[src/rtl/vtg_pkg.sv]
package vtg_pkg;

    // Segment order matters: index into the length array equals the encoding.
    typedef enum logic [1:0] {
        SEG_SYNC   = 2'd0,
        SEG_BACK   = 2'd1,
        SEG_ACTIVE = 2'd2,
        SEG_FRONT  = 2'd3
    } seg_t;

    localparam int unsigned NUM_SEG = 4;
    localparam int unsigned NUM_IRQ = 2;

endpackage

[src/rtl/vtg_axis.sv]
module vtg_axis
    import vtg_pkg::*;
#(
    parameter int unsigned CW = 12
) (
    input  logic                       clk,
    input  logic                       rst,
    input  logic                       step,
    input  logic [NUM_SEG-1:0][CW-1:0] seg_len,
    output logic                       in_sync,
    output logic                       in_act,
    output logic                       at_end,
    output logic [CW-1:0]              pos
);

    seg_t          seg_q, seg_d;
    logic [CW-1:0] cnt_q, cnt_d;
    logic          seg_done;

    assign seg_done = (cnt_q == seg_len[seg_q]);

    // State register
    always_ff @(posedge clk) begin
        if (rst) begin
            seg_q <= SEG_SYNC;
            cnt_q <= '0;
        end else begin
            seg_q <= seg_d;
            cnt_q <= cnt_d;
        end
    end

    // Next state
    always_comb begin
        seg_d = seg_q;
        cnt_d = cnt_q;
        if (step) begin
            if (seg_done) begin
                cnt_d = '0;
                unique case (seg_q)
                    SEG_SYNC:   seg_d = SEG_BACK;
                    SEG_BACK:   seg_d = SEG_ACTIVE;
                    SEG_ACTIVE: seg_d = SEG_FRONT;
                    SEG_FRONT:  seg_d = SEG_SYNC;
                    default:    seg_d = SEG_SYNC;
                endcase
            end else begin
                cnt_d = cnt_q + 1'b1;
            end
        end
    end

    // Outputs
    always_comb begin
        in_sync = 1'b0;
        in_act  = 1'b0;
        at_end  = 1'b0;
        unique case (seg_q)
            SEG_SYNC:   in_sync = 1'b1;
            SEG_BACK:   ;
            SEG_ACTIVE: in_act  = 1'b1;
            SEG_FRONT:  at_end  = seg_done;
            default:    ;
        endcase
        pos = in_act ? cnt_q : '0;
    end

endmodule

[src/rtl/vtg_irq.sv]
module vtg_irq
    import vtg_pkg::*;
(
    input  logic               clk,
    input  logic               rst,
    input  logic [NUM_IRQ-1:0] set_evt,
    input  logic [NUM_IRQ-1:0] clr_req,
    input  logic [NUM_IRQ-1:0] enable,
    output logic [NUM_IRQ-1:0] flag,
    output logic               irq
);

    for (genvar gi = 0; gi < NUM_IRQ; gi++) begin : g_ch
        logic flag_q;
        always_ff @(posedge clk) begin
            if (rst)              flag_q <= 1'b0;
            else if (set_evt[gi]) flag_q <= 1'b1;   // set beats clear
            else if (clr_req[gi]) flag_q <= 1'b0;
        end
        assign flag[gi] = flag_q;
    end

    assign irq = |(flag & enable);

endmodule

[src/rtl/vid_timing_gen.sv]
module vid_timing_gen
    import vtg_pkg::*;
#(
    parameter int unsigned CW = 12
) (
    input  logic          clk,
    input  logic          rst,
    input  logic [CW-1:0] h_sync_len,
    input  logic [CW-1:0] h_back_len,
    input  logic [CW-1:0] h_act_len,
    input  logic [CW-1:0] h_front_len,
    input  logic [CW-1:0] v_sync_len,
    input  logic [CW-1:0] v_back_len,
    input  logic [CW-1:0] v_act_len,
    input  logic [CW-1:0] v_front_len,
    input  logic          pol_hsync,
    input  logic          pol_vsync,
    input  logic          pol_csync,
    input  logic          pol_blank,
    input  logic          irq_en_h,
    input  logic          irq_en_v,
    input  logic          irq_clr_h,
    input  logic          irq_clr_v,
    output logic          hsync,
    output logic          vsync,
    output logic          csync,
    output logic          blank,
    output logic          active,
    output logic [CW-1:0] pix_x,
    output logic [CW-1:0] pix_y,
    output logic          eof,
    output logic          flag_h,
    output logic          flag_v,
    output logic          irq
);

    logic [NUM_SEG-1:0][CW-1:0] h_sh, v_sh;
    logic                       h_sync_i, h_act_i, h_end;
    logic                       v_sync_i, v_act_i, v_end;
    logic [CW-1:0]              h_pos, v_pos;
    logic                       frame_end, vis;
    logic [NUM_IRQ-1:0]         flags;

    assign frame_end = h_end & v_end;

    // Frame-boundary capture of the timing inputs
    always_ff @(posedge clk) begin
        if (rst || frame_end) begin
            h_sh <= {h_front_len, h_act_len, h_back_len, h_sync_len};
            v_sh <= {v_front_len, v_act_len, v_back_len, v_sync_len};
        end
    end

    vtg_axis #(.CW(CW)) u_hax (
        .clk     (clk),
        .rst     (rst),
        .step    (1'b1),
        .seg_len (h_sh),
        .in_sync (h_sync_i),
        .in_act  (h_act_i),
        .at_end  (h_end),
        .pos     (h_pos)
    );

    vtg_axis #(.CW(CW)) u_vax (
        .clk     (clk),
        .rst     (rst),
        .step    (h_end),
        .seg_len (v_sh),
        .in_sync (v_sync_i),
        .in_act  (v_act_i),
        .at_end  (v_end),
        .pos     (v_pos)
    );

    vtg_irq u_irq (
        .clk     (clk),
        .rst     (rst),
        .set_evt ({frame_end, h_end}),
        .clr_req ({irq_clr_v, irq_clr_h}),
        .enable  ({irq_en_v, irq_en_h}),
        .flag    (flags),
        .irq     (irq)
    );

    assign vis    = h_act_i & v_act_i;
    assign hsync  = h_sync_i ^ pol_hsync;
    assign vsync  = v_sync_i ^ pol_vsync;
    assign csync  = (h_sync_i ^ v_sync_i) ^ pol_csync;
    assign blank  = ~vis ^ pol_blank;
    assign active = vis;
    assign pix_x  = vis ? h_pos : '0;
    assign pix_y  = vis ? v_pos : '0;
    assign eof    = frame_end;
    assign flag_h = flags[0];
    assign flag_v = flags[1];

endmodule

[config.mk]
export PLATFORM = sky130hd
export DESIGN_NAME = vid_timing_gen
export DESIGN_NICKNAME = d
export VERILOG_FILES = /design/src/rtl/vtg_pkg.sv /design/src/rtl/vtg_axis.sv /design/src/rtl/vtg_irq.sv /design/src/rtl/vid_timing_gen.sv
export SDC_FILE = /design/constraint.sdc
export NUM_CORES = 1
export LEC_CHECK = 0
export BUFFER_PORTS_ARGS = -buffer_cell sky130_fd_sc_hd__buf_2
export CORE_ASPECT_RATIO = 1.1
export CORE_MARGIN = 5
export CORE_UTILIZATION = 45
export CTS_CLUSTER_DIAMETER = 30
export DETAILED_ROUTE_END_ITERATION = 7
export PLACE_DENSITY = 0.69
export SETUP_SLACK_MARGIN = 0.05
export SLEW_MARGIN = 20
export SYNTH_ARGS = -nofsm -noshare
export SYNTH_HDL_FRONTEND = slang
export SYNTH_SLANG_ARGS = --single-unit
[constraint.sdc]
create_clock -name clk -period 5.51 [get_ports clk]
set_input_delay 0.2755 -clock clk [delete_from_list [all_inputs] [get_ports clk]]
set_output_delay 0.2755 -clock clk [all_outputs]
set_load 0.02 [all_outputs]
==> results.cfg <==
[run_status]
status = finished clean

[power_and_ir_drop]
power_density_nw_per_um2 = 325
power_leakage_uw = 0.00267
internal-power_uw = 1780
p_comb_frac = 0.045
switching_share = 0.200
seq_power_share = 0.486
ir_drop_uv = 266
clkPwrFrac = 0.469
power.net_switching_uw = 446

[final_layout]
layout-area-overhead-vs-synth_pct = 25.0
n_fill_cell = 966
final_nets = 614
drive_above_1_share = 0.386

[route]
via_count = 3475
post-route-drc-count = 0
wire_per_inst_um = 17.6
antenna_left = 0
viasPerCell = 5.20
drtIter0Drc = 180
top_layer = met4
wl_um = 11800
dr.pass1.iters = 4
dr_wl_met2_um = 5820
wl_met3_um = 672
met1Wirelength_um = 4980

[floorplanning]
num_rows = 42
die_area_um2 = 14500
core-area_um2 = 12000
die_y_um = 126
initial_core_util = 0.458
die_w_um = 115
io_pins = 139

[synthesis]
ys_seq_area_frac = 0.635
yosys.area.top_type = edfxtp_1
syn_nets = 474
synthTopCellsByArea = edfxtp_1 (53%), dfxtp_1 (11%), mux4_2 (6.6%)
synth_top_area_share = 0.526
synth_cells = 360
ys_async_sr_fraction = 0
synth_top_flop_cell = edfxtp_1
netlist_area_um2 = 5480
synth.avg_cell_area_um2 = 15.2
synth_edf_count = 96
synth_seq_cells = 126
synth_warnings = 0
ys_types = 39

[clocking]
clock_path_buffers = 2
clock_latency_ns = 0.40
cts_sinks = 126
numCtsBuffers = 17
htreeDepth = 4
cts_resized = 0
clk_pin_slew_ns = 0.06
cts_setup_buffers = 0
cts.hold.buffers_added = 0
cts_root_buffer = clkbuf_16
cts_tree = done

[worst_hold_path]
hold_class = in -> reg

[place]
place_ws_ns = 1.43
dp_hpwl_um = 8440
gp_congestion = 0.765
place.port_buffers = 138

[global_routing]
antenna_found_initial = 1
grt_usage = 0.166
grt_pass1_vias = 3626
grt_pass1_wl_um = 18300
grt-ovfl-total = 0
grt_max_degree = 97

[worst_setup_path]
slowest_delay_ns = 0.90
critPathTopFamily = simple AND/OR/NAND/NOR gates
crit_required_ns = 5.58
cp_cell_sequence = mux4_2, xnor2_1, nand4_1, nor3_1, nand3_1, nand2b_4, buf_12
path_max_fanout = 49
cp.arrival_ns = 3.96
critPathBufInv = 1
end_kind = flop
cp-start-kind = flop
crit_type = reg -> reg
cp_slowest_cell = dfxtp_1

[sta]
rsz0062_at_grt = no
fin_crit_ns = 3.89
relSlewSlack = 0.411
fin_worst_skew_ns = 0.00932
fin_ws_ns = 1.62
hold_violations = 0
max_freq_mhz = 257
fin_tns_setup_ns = 0
drv_slew = 0
setup_viol = 0
min_period_over_period = 0.705
tightest_slew_ns = 0.883

[job]
cap_violations = 0
## state kept, by name (all words and copies together), names as in the netlist
name / count
u_irq.g_ch.flag_q: 2
h_sh: 48
u_vax.cnt_q: 12
v_sh: 48
u_hax.seg_q: 2
u_hax.cnt_q: 12
u_vax.seg_q: 2
## through the flow
stage / cells / instance area (um^2) / power (uW) / util / hold WS, ns
after CTS: 666 / 6820 / 2250 / 0.570 / 0.0326
after floorplan: 360 / 5480 / 1150 / - / 0.374
after global placement: 634 / 6270 / 1200 / 0.523 / 0.453
final: 668 / 6850 / 2230 / 0.572 / 0.0493
after global routing: 668 / 6850 / 2310 / 0.572 / 0.0285
after detailed placement: 634 / 6270 / 1200 / 0.523 / 0.454
## cell usage in the layout (no fill, tap or decap), types with 2 or more instances in the layout
cell type,synthesis,final
mux4_1,8,8
a21oi_1,14,14
or3_1,4,4
o31ai_1,6,6
nand3_1,12,12
nand2_1,8,8
o21ai_0,4,4
mux4_2,16,16
clkbuf_16,0,17
inv_1,8,8
xnor2_1,28,28
or4_1,6,6
ha_1,8,8
clkinvlp_4,0,3
edfxtp_1,96,96
dfxtp_1,30,30
or4_4,3,3
nor3_1,3,3
buf_2,1,138
xor2_1,7,7
and3_1,28,28
nand4_1,10,10
nand2b_1,3,2
and2_1,2,2
nor2_1,21,21
clkbuf_1,11,3
a21o_1,2,2
xnor2_2,5,5
clkinv_2,0,6
bufinv_16,0,2
## synthesized netlist by cell type (2+ instances only)
cell type	number
nor3_1	3
o31ai_1	6
xnor2_1	28
ha_1	8
xor2_1	7
buf_6	2
nand3_1	12
nor2_1	21
and2_1	2
nor4_1	2
o21ai_0	4
mux4_2	16
nand2b_1	3
a21oi_1	14
or4_1	6
nand4_1	10
buf_4	2
nand2_1	8
mux4_1	8
or3_1	4
dfxtp_1	30
and3_1	28
edfxtp_1	96
or4_4	3
inv_1	8
xnor2_2	5
clkbuf_1	11
a21o_1	2
## path summary, 6_finish.rpt
path,endpoint,depth (start not counted),slack [ns],startpoint
min reg2reg,u_irq.g_ch[0].flag_q$_SDFFE_PP0P_,2,0.50,u_irq.g_ch[0].flag_q$_SDFFE_PP0P_
max,v_sh[8]$_DFFE_PP_,7,1.62,u_vax.seg_q[0]$_SDFFE_PP0P_
min,v_sh[27]$_DFFE_PP_,1,0.05,v_act_len[3]
max reg2reg,v_sh[8]$_DFFE_PP_,7,1.62,u_vax.seg_q[0]$_SDFFE_PP0P_
## kinds of logic after synthesis
group                    share of synthesized area
AO/OA/AOI/OAI                               0.0335
flip-flops                                   0.635
XOR/XNOR                                    0.0707
AND/OR/NAND/NOR                              0.111
buffers and inverters                       0.0251
multiplexers                                 0.106
adder cells (fa/ha/maj)                     0.0183
## area by class of cell
class	instances	area [um^2]	area share
antenna	1	2.50	0.000365
clock buffer	20	437	0.0637
clock inverter	12	121	0.0177
inverter	8	30.0	0.00438
multi-input combinational	208	1880	0.274
sequential	126	3480	0.508
tap	154	193	0.0281
timing repair buffer	139	711	0.104
## metal layers
layer	vias to the layer above	global-route usage
li1	1678	-
met1	1662	0.220
met2	119	0.267
met3	16	0.0403
met4	0	0.0594
met5	-	0
## power by group through the flow
| stage | Sequential (uW) | Clock (uW) | Combinational [uW] |
|---|---|---|---|
| 3_5_place_dp | 1100 | 0 | 99.6 |
| 6_report | 1080 | 1050 | 100 |
| 2_1_floorplan | 1100 | 0 | 50.5 |
| 5_1_grt | 1090 | 1110 | 109 |
| 3_3_place_gp | 1100 | 0 | 96.6 |
| 4_1_cts | 1080 | 1070 | 100 |
(Power assumes the default switching activity.)
